**src/rtl/seg_pkg.sv**
```systemverilog
// Package: shared types and decode helpers for the segment translator.
// Assumes a 64-bit descriptor word with base [31:0], limit [51:32], gran [55].
package seg_pkg;
    localparam int SEL_W   = 16;
    localparam int ADDR_W  = 32;
    localparam int LIM_W   = 20;
    localparam int DESC_W  = 64;
    localparam int GRAN_SH = 12;
    localparam int N_SEL   = 3;
    localparam int GRAN_BIT = 55;

    localparam logic [1:0] KIND_CODE  = 2'd0;
    localparam logic [1:0] KIND_DATA  = 2'd1;
    localparam logic [1:0] KIND_STACK = 2'd2;

    typedef struct packed {
        logic              gran;
        logic [LIM_W-1:0]  limit;
        logic [ADDR_W-1:0] base;
    } seg_desc_t;

    typedef enum logic {ST_IDLE = 1'b0, ST_FETCH = 1'b1} seg_state_t;

    // Pull the used fields out of a raw descriptor word.
    function automatic seg_desc_t desc_unpack(input logic [DESC_W-1:0] w);
        seg_desc_t d;
        d.base  = w[ADDR_W-1:0];
        d.limit = w[ADDR_W+LIM_W-1:ADDR_W];
        d.gran  = w[GRAN_BIT];
        return d;
    endfunction

    // Map an access kind code onto a selector slot (code 3 shares the data slot).
    function automatic logic [1:0] kind_slot(input logic [1:0] k);
        return (k == 2'd3) ? KIND_DATA : k;
    endfunction
endpackage

```
**src/rtl/seg_selbank.sv**
```systemverilog
// Module: seg_selbank
// Holds one selector register per access kind and reads one out by kind.
// Assumes kind code 3 aliases the data slot.
module seg_selbank
    import seg_pkg::*;
#(
    parameter int W = SEL_W,
    parameter int N = N_SEL
) (
    input  logic         clk,
    input  logic         rst_n,
    input  logic         wr_en,
    input  logic [1:0]   wr_kind,
    input  logic [W-1:0] wr_val,
    input  logic [1:0]   rd_kind,
    output logic [W-1:0] rd_val
);
    logic [W-1:0] sel_q [N];
    logic [1:0]   wr_slot;
    logic [1:0]   rd_slot;

    assign wr_slot = kind_slot(wr_kind);
    assign rd_slot = kind_slot(rd_kind);

    for (genvar g = 0; g < N; g++) begin : g_reg
        // Load slot g when a write targets it.
        always_ff @(posedge clk) begin
            if (!rst_n)
                sel_q[g] <= '0;
            else if (wr_en && wr_slot == 2'(g))
                sel_q[g] <= wr_val;
        end
    end

    // Read the slot chosen by the request kind.
    always_comb begin
        rd_val = sel_q[0];
        for (int i = 1; i < N; i++)
            if (rd_slot == 2'(i)) rd_val = sel_q[i];
    end
endmodule

```
**src/rtl/seg_limit.sv**
```systemverilog
// Module: seg_limit
// Scales a descriptor limit by its granularity bit, compares the offset with
// it and forms base + offset. Purely combinational.
module seg_limit
    import seg_pkg::*;
#(
    parameter int AW = ADDR_W,
    parameter int LW = LIM_W,
    parameter int SH = GRAN_SH
) (
    input  logic [AW-1:0] base,
    input  logic [LW-1:0] limit,
    input  logic          gran,
    input  logic [AW-1:0] offset,
    output logic          over,
    output logic [AW-1:0] sum
);
    localparam logic [AW-1:0] LOW_ONES = AW'((64'd1 << SH) - 64'd1);
    logic [AW-1:0] lim_ext;
    logic [AW-1:0] eff_lim;

    // Widen the limit, then scale it to 4 KB units when gran is set.
    always_comb begin
        lim_ext = {{(AW-LW){1'b0}}, limit};
        eff_lim = gran ? ((lim_ext << SH) | LOW_ONES) : lim_ext;
        over    = offset > eff_lim;
        sum     = base + offset;
    end
endmodule

```
**src/rtl/seg_ctrl.sv**
```systemverilog
// Module: seg_ctrl
// Sequences one translation: accepts a request, issues the descriptor read,
// waits for the data and registers the result with a one-cycle done strobe.
// Assumes mem_valid only arrives while mem_req is high.
module seg_ctrl
    import seg_pkg::*;
#(
    parameter int AW = ADDR_W,
    parameter int SW = SEL_W
) (
    input  logic          clk,
    input  logic          rst_n,
    input  logic          req_valid,
    input  logic [AW-1:0] req_offset,
    input  logic [SW-1:0] sel,
    input  logic [AW-1:0] gdt_base,
    input  logic [AW-1:0] ldt_base,
    input  logic          mem_valid,
    input  logic          chk_over,
    input  logic [AW-1:0] chk_sum,
    output logic [AW-1:0] off_q,
    output logic          busy,
    output logic          mem_req,
    output logic [AW-1:0] mem_addr,
    output logic          done,
    output logic          fault,
    output logic [AW-1:0] lin_addr
);
    seg_state_t    state;
    logic [AW-1:0] tbl_base;
    logic [AW-1:0] idx_off;

    // Choose the table by the selector's table bit and scale the index by 8.
    always_comb begin
        tbl_base = sel[2] ? ldt_base : gdt_base;
        idx_off  = {{(AW-SW){1'b0}}, sel[SW-1:3], 3'b000};
    end

    assign busy = (state == ST_FETCH);

    // Step the request/fetch/result sequence.
    always_ff @(posedge clk) begin
        if (!rst_n) begin
            state    <= ST_IDLE;
            mem_req  <= 1'b0;
            mem_addr <= '0;
            off_q    <= '0;
            done     <= 1'b0;
            fault    <= 1'b0;
            lin_addr <= '0;
        end else begin
            done  <= 1'b0;
            fault <= 1'b0;
            case (state)
                ST_IDLE: if (req_valid) begin
                    mem_req  <= 1'b1;
                    mem_addr <= tbl_base + idx_off;
                    off_q    <= req_offset;
                    state    <= ST_FETCH;
                end
                ST_FETCH: if (mem_valid) begin
                    mem_req  <= 1'b0;
                    done     <= 1'b1;
                    fault    <= chk_over;
                    lin_addr <= chk_over ? '0 : chk_sum;
                    state    <= ST_IDLE;
                end
                default: state <= ST_IDLE;
            endcase
        end
    end
endmodule

```
**src/rtl/seg_xlate.sv**
```systemverilog
// Module: seg_xlate (top)
// Logical-to-linear translator: selector bank, fetch controller and limit
// check. One translation at a time; descriptor read over a request/valid port.
module seg_xlate
    import seg_pkg::*;
(
    input  logic        clk,
    input  logic        rst_n,
    input  logic        sel_wr_en,
    input  logic [1:0]  sel_wr_kind,
    input  logic [15:0] sel_wr_val,
    input  logic [31:0] gdt_base,
    input  logic [31:0] ldt_base,
    input  logic        req_valid,
    input  logic [1:0]  req_kind,
    input  logic [31:0] req_offset,
    output logic        busy,
    output logic        mem_req,
    output logic [31:0] mem_addr,
    input  logic        mem_valid,
    input  logic [63:0] mem_rdata,
    output logic        done,
    output logic        fault,
    output logic [31:0] lin_addr
);
    logic [SEL_W-1:0]  sel;
    logic [ADDR_W-1:0] off_q;
    logic [ADDR_W-1:0] chk_sum;
    logic              chk_over;
    seg_desc_t         desc;

    assign desc = desc_unpack(mem_rdata);

    seg_selbank #(.W(SEL_W), .N(N_SEL)) u_bank (
        .clk(clk), .rst_n(rst_n),
        .wr_en(sel_wr_en), .wr_kind(sel_wr_kind), .wr_val(sel_wr_val),
        .rd_kind(req_kind), .rd_val(sel)
    );

    seg_limit #(.AW(ADDR_W), .LW(LIM_W), .SH(GRAN_SH)) u_lim (
        .base(desc.base), .limit(desc.limit), .gran(desc.gran),
        .offset(off_q), .over(chk_over), .sum(chk_sum)
    );

    seg_ctrl #(.AW(ADDR_W), .SW(SEL_W)) u_ctrl (
        .clk(clk), .rst_n(rst_n),
        .req_valid(req_valid), .req_offset(req_offset), .sel(sel),
        .gdt_base(gdt_base), .ldt_base(ldt_base),
        .mem_valid(mem_valid), .chk_over(chk_over), .chk_sum(chk_sum),
        .off_q(off_q), .busy(busy), .mem_req(mem_req), .mem_addr(mem_addr),
        .done(done), .fault(fault), .lin_addr(lin_addr)
    );
endmodule

```
**config.mk**
```make
export PLATFORM = sky130hd
export DESIGN_NAME = seg_xlate
export DESIGN_NICKNAME = d
export VERILOG_FILES = /design/src/rtl/seg_pkg.sv /design/src/rtl/seg_selbank.sv /design/src/rtl/seg_limit.sv /design/src/rtl/seg_ctrl.sv /design/src/rtl/seg_xlate.sv
export SDC_FILE = /design/constraint.sdc
export NUM_CORES = 1
export LEC_CHECK = 0
export BUFFER_PORTS_ARGS = -buffer_cell sky130_fd_sc_hd__buf_2
export CORE_UTILIZATION = 48
export DETAILED_ROUTE_END_ITERATION = 8
export GPL_TIMING_DRIVEN = 0
export PLACE_DENSITY = 0.78
export SLEW_MARGIN = 20
export SYNTH_ARGS = -nofsm -noshare
export SYNTH_HDL_FRONTEND = slang
export SYNTH_SLANG_ARGS = --single-unit
```
**constraint.sdc**
```tcl
create_clock -name clk -period 4.41 [get_ports clk]
set_clock_uncertainty 0.15 [all_clocks]
set_input_delay 0.2205 -clock clk [delete_from_list [all_inputs] [get_ports clk]]
set_output_delay 0.2205 -clock clk [all_outputs]
set_load 0.005 [all_outputs]
```
Word-level counts from Yosys, hierarchy flattened
Memories as Yosys holds them, arrays and structs flattened.
Index checks and enable logic that the tools add are counted.
- memories kept: 1
- output and inout port bits: 68
- register bits: 100
- word-level logic and storage cells: 59
- bits of input ports: 185
- memory bits (writable): 48
- memory list (memory ; words ; width ; read ports ; clocked after Yosys merged registers in ; write ports ; RTL line ; text):
    u_bank.sel_q ; 3 ; 16 ; 3 ; 0 ; 3 ; seg_selbank.sv:18 ; logic [W-1:0] sel_q [N];
- equality and inequality tests: 8
- order comparisons: 1
- $add $sub $neg: 2
- reduce and logical (&&, ||, !) cells: 9
- bitwise logic cells: 4
- multiplexer cells: 27
- operators by type and width (cell ; count):
    $mux 32 ; 3
    $mux 16 ; 5
    $add 32x16->32 ; 1
    $add 32x32->32 ; 1
    $gt 32x32->1 ; 1
    $mux 1 ; 15
    $eq 2x2->1 const B ; 4
    $reduce_and 2->1 ; 4
    $eq 2x1->1 const B ; 2
    $mux 2 ; 2
    $ne 2x2->1 const B ; 2
    $pmux 1 s2 ; 2
    $logic_and 1x1->1 ; 3
    $or 1x1->1 ; 3
    $reduce_and 3->1 ; 1
    $logic_not 2->1 ; 1
    $not 1->1 ; 1

Longest topological paths before layout
- depth after elaboration: 8
- mapped depth: 18
- gate-level depth less buffers: 13

Hierarchy
Synthesis repeated with hierarchy kept, for this count alone.
- cells, all modules: 1067
- area, all modules: 9530.4 um^2
- modules (own cells, without submodules) (module ; area an instance (um^2) ; cells each ; sequential area each (um^2) ; instances):
    seg_ctrl ; 4730.8 ; 540 ; 2001.9 ; 1
    seg_limit ; 2632.5 ; 366 ; 0.0 ; 1
    seg_selbank ; 2167.1 ; 161 ; 1441.4 ; 1

Worst setup path after synthesis
No wires, ideal clock.
- kind: input port to flip-flop
- from: input port req_kind[1]
- to: register u_ctrl.mem_addr[20]
- stages on the path: 18
- arrival time: 4.227 ns
- path buffers: 6
- path slack: -0.030 ns
- library setup time: 0.062 ns
- cell sequence: buf_6 -> mux2_4 -> mux2i_4 -> buf_2 -> buf_2 -> buf_2 -> buf_2 -> mux2_2 -> ha_1 -> a21o_1 -> a21oi_1 -> o21ai_0 -> a41oi_1 -> o31a_1 -> clkbuf_1 -> nor3_1 -> or3_1 -> nand3_1
- word-level cells in the longest chain between the ends: 7
- elaborated cells on any way between the ends: 8
- those cells by class: add/sub: 1; eq/ne: 3; mux: 4
- RTL lines (what ; RTL line ; text):
    start: declaration ; seg_xlate.sv:15 ; input logic [1:0] req_kind,
    $eq 2x2->1 ; seg_pkg.sv:35 ; return (k == 2'd3) ? KIND_DATA : k;
    $mux 2 (*) ; seg_pkg.sv:35 ;
    $eq 2x1->1 ; seg_selbank.sv:39 ; if (rd_slot == 2'(i)) rd_val = sel_q[i];
    $mux 16 ; seg_selbank.sv:39 ;
    $mux 16 (*) ; seg_selbank.sv:39 ;
    $mux 32 ; seg_ctrl.sv:35 ; tbl_base = sel[2] ? ldt_base : gdt_base;
    $add 32x16->32 (*) ; seg_ctrl.sv:57 ; mem_addr <= tbl_base + idx_off;
    end signal: assignment ; seg_ctrl.sv:57 ;
    end: declaration ; seg_ctrl.sv:24 ; output logic [AW-1:0] mem_addr,
Every way passes the cells marked *; elsewhere a longest branch is shown, timed or not.
A chain may end at the register's enable or synchronous reset.

==> summary.md <==
| Metric | Value |
|---|---|
| Status | completed |
| Die W | 138.0 microns |
| Number of global-route vias before repair | 8,465 |
| Top cell type's share of synthesized area | 22.54% |
| CP max stage cell | or4_1 |
| Post-synthesis sequential area ratio | 36.73% |
| Clk slew on worst S/H paths | 0.07 ns |
| Slowest Stage Delay on Critical Path | 0.54 ns |
| Worst VDD drop | 0.0002716 V |
| Starting DRT DRC Count | 533 |
| Die Area | 0.01906 sq mm |
| Max Buffers Root-to-Sink | 2 |
| Met1 Use GR | 35.13% |
| CP Capture Type | flip-flop |
| Initial antenna violation count | 1 |
| Top-count cell post-synth | nand2_1 |
| Max_slew headroom | 27.69% |
| Synth warnings | 0 |
| WHS | 0.02375 ns |
| Gate Count Post-Synth | 1,032 |
| GRT Total Usage | 28.81% |
| Largest area contributor in the netlist | dfxtp_1 |
| Largest cells by area after synthesis | dfxtp_1 (23%), edfxtp_1 (14%), ha_1 (11%), nand2_1 (7.6%), a21oi_1 (5.1%) |
| GPL Wtd Cong | 0.9552 |
| Worst-Skew Late Latency | 0.44 ns |
| CTS tree | yes |
| Chip Height | 138.0 microns |
| Placeable Area | 0.01802 sq mm |
| Worst-path fanout max | 28 |
| Via density per instance | 5.554 |
| CTS Buf Count | 17 |
| CTS Sinks | 142 |
| Cell variety after synth | 61 |
| Critical Path RT | 4.63 ns |
| Remaining DRCs | 0 |
| Leak pwr | 0.005279 uW |
| Worst path bufs/invs | 3 |
| CP delay by family, top | compound AO/OA/AOI/OAI gates |
| Cell Area, Synth | 0.008884 sq mm |
| Hold Startpoint | ldt_base[1] |
| Power Total | 3966 uW |
| Final WL | 27,580 microns |
| Worst slew pin tran | 1.085 ns |
| IO Count | 253 |
| Max-slew violations | 0 |
| Met2 GRT Util | 49.32% |
| Total gr overflow | 0 |
| Reg-to-reg startpoint | u_bank.sel_q[0][2]$_SDFFCE_PN0P_ |
| Power density over cell area | 345.1 mW/mm^2 |
| Layout cells sized above 1 | 22.20% |
| CTS root buffer | clkbuf_16 |
| Syn nets | 1,295 |
| Router iterations before antenna repair | 5 |
| Number of synthesized flops with an enable pin | 42 |
| First-pass GRT wire length | 43,190 microns |
| Met3 usage | 6.720% |
| Area Overhead vs Synth | 29.37% |
| Crit path cell chain | mux2_4 > mux2i_4 > buf_4 > buf_8 > mux2_2 > ha_1 > a21o_1 > a21oi_1 > o21ai_1 > a41oi_2 > o31a_1 > clkbuf_2 > or4_1 > nand3_1 |
| Fin. Hold Viols | 0 |
| Avg Synthesized Cell Area | 8.608 sq um |
| Final clock period utilization by the worst path | 94.98% |
| Antenna viol nets, final | 0 |
| Max Freq | 238.8 MHz |
| HP Class | in -> reg |
| Initial Utilization | 49.29% |
| HPWL after DPL | 21,360 microns |
| Vias post-DR | 8,765 |
| Cell Rows | 49 |
| Most Used Layer, Global Route | met2 |
| Async SR Flop Fraction | 0% |
| Worst Path Class, Setup | reg -> reg |
| Input/output buffers | 235 |
| MaxCap Viol Count | 0 |
| Post-synth top cells | nand2_1 (179), dfxtp_1 (100), a21oi_1 (91), ha_1 (76), o21ai_0 (71) |
| Worst setup path startpoint | u_bank.sel_q[0][2]$_SDFFCE_PN0P_ |
| Register bit total from synthesis | 142 |
| Postcts setup bufs | 0 |
| RSZ-0062 raised after global routing | false |
| Tmin final | 4.188 ns |
| Critical Path AT | 4.41 ns |
| Routed wire per std cell | 17.48 microns |
| Fin nets | 1,597 |
| H-tree depth | 4 |
| Largest net degree at the start of global routing | 29 |
| Main synth FF type | dfxtp_1 |
| Setup-failing EPs final | 0 |
| CP startpoint kind | flip-flop |
## where the power goes
| part | leakage (uW) | internal (uW) | switching, uW |
|---|---|---|---|
| sequential | 0.00124 | 1440 | 56.0 |
| combinational | 0.00374 | 427 | 536 |
| clock | 0.000299 | 820 | 685 |
| total | 0.00528 | 2690 | 1280 |
## stage by stage
stage | setup TNS [ns] | worst slack [ns] | util (%) | area (sq um) | std cells
after floorplan | 0 | 0.04340 | - | 8886 | 1032
after global placement | -12.11 | -0.8031 | 57.41 | 10350 | 1496
after detailed placement | -14.43 | -0.8554 | 57.50 | 10360 | 1497
after CTS | 0 | 0.03161 | 63.66 | 11470 | 1576
after global routing | 0 | 0.01630 | 63.74 | 11490 | 1577
final | 0 | 0.2216 | 63.76 | 11490 | 1578
## area by class of cell
type / instances / area, sq um
Antenna cell: 2 / 5.005
Buffer: 47 / 201.4
Clock buffer: 17 / 425.4
Clock inverter: 15 / 188.9
Fill cell: 1526 / 6533
Inverter: 21 / 78.83
Multi-Input combinational cell: 820 / 5365
Sequential cell: 142 / 3263
Tap cell: 229 / 286.5
Timing Repair Buffer: 285 / 1678
## layer usage
layer | vias up | routed length, microns
met5 | - | 0
met4 | 0 | 734
met3 | 47 | 2224
met2 | 383 | 13500
met1 | 4025 | 11120
li1 | 4310 | -
## path summary, 6_finish.rpt
kind	cells past startpoint	end	slack, ns
hold reg to reg	2	u_ctrl.lin_addr[10]$_SDFFE_PN0P_	0.30
setup / recovery	14	u_ctrl.mem_addr[28]$_SDFFE_PN0P_	0.22
setup reg to reg	14	u_ctrl.mem_addr[28]$_SDFFE_PN0P_	0.22
hold / removal	3	u_ctrl.mem_addr[1]$_SDFFE_PN0P_	0.02
## kinds of logic (layout without fill, tap and decap cells)
| logic type | Yosys count | after routing | share of synthesized area (%) |
|---|---|---|---|
| adder cells (fa/ha/maj) | 78 | 78 | 11.15 |
| other | 0 | 2 | 0 |
| multiplexers | 58 | 58 | 6.944 |
| flip-flops | 142 | 142 | 36.73 |
| XOR/XNOR | 47 | 47 | 4.634 |
| buffers and inverters | 70 | 385 | 3.113 |
| AO/OA/AOI/OAI | 263 | 263 | 17.92 |
| AND/OR/NAND/NOR | 374 | 374 | 19.51 |
## worst register-to-register path, delay by kind of cell (launching register included)
family / cells / cell delay (ns)
fa+ha+maj: 1 / 0.29
buf+inv: 3 / 0.73
compound gates: 5 / 1.00
mux: 3 / 0.97
flops: 1 / 0.36
simple gates: 2 / 0.63
## flip-flops by register name (all words and copies together), names as in the netlist
name             cells
u_bank.sel_q        42
u_ctrl.lin_addr     32
u_ctrl.mem_addr     32
u_ctrl.off_q        32
u_ctrl.busy          1
u_ctrl.done          1
u_ctrl.fault         1
u_ctrl.mem_req       1
## what timing repair did
| action | 4_1_cts | 5_1_grt |
|---|---|---|
| hold buffers | 49 | 0 |
| endpoints found under the setup margin | 22 | 15 |
| endpoints found under the hold margin | 76 | 0 |
| gates resized for setup | 4 | 5 |
| gates cloned | 0 | 0 |
## placed cells by master, fill, tap and decap left out, types with 5 or more instances in the layout
| master | synthesis | layout |
|---|---|---|
| nand2_1 | 179 | 179 |
| nand3_1 | 35 | 35 |
| buf_2 | 5 | 236 |
| ha_1 | 76 | 76 |
| o21a_1 | 12 | 12 |
| mux2_2 | 15 | 15 |
| o21ai_0 | 71 | 69 |
| nor4_1 | 5 | 5 |
| inv_1 | 20 | 20 |
| dlygate4sd3_1 | 0 | 49 |
| nand4_1 | 18 | 18 |
| and2_1 | 43 | 43 |
| and3_1 | 5 | 5 |
| buf_1 | 5 | 5 |
| nor2_1 | 50 | 50 |
| nor3_1 | 9 | 9 |
| a21oi_1 | 91 | 90 |
| edfxtp_1 | 42 | 42 |
| nand2b_1 | 7 | 7 |
| a31oi_1 | 7 | 7 |
| clkbuf_16 | 0 | 17 |
| or3_1 | 6 | 6 |
| a21o_1 | 25 | 25 |
| a211oi_1 | 11 | 11 |
| inv_8 | 0 | 6 |
| nor2b_1 | 7 | 7 |
| xor2_1 | 14 | 14 |
| mux2i_1 | 41 | 41 |
| o21bai_1 | 12 | 12 |
| xnor2_1 | 33 | 33 |
| dfxtp_1 | 100 | 100 |
| clkbuf_1 | 38 | 37 |
Power figures use the tool's default switching activity.
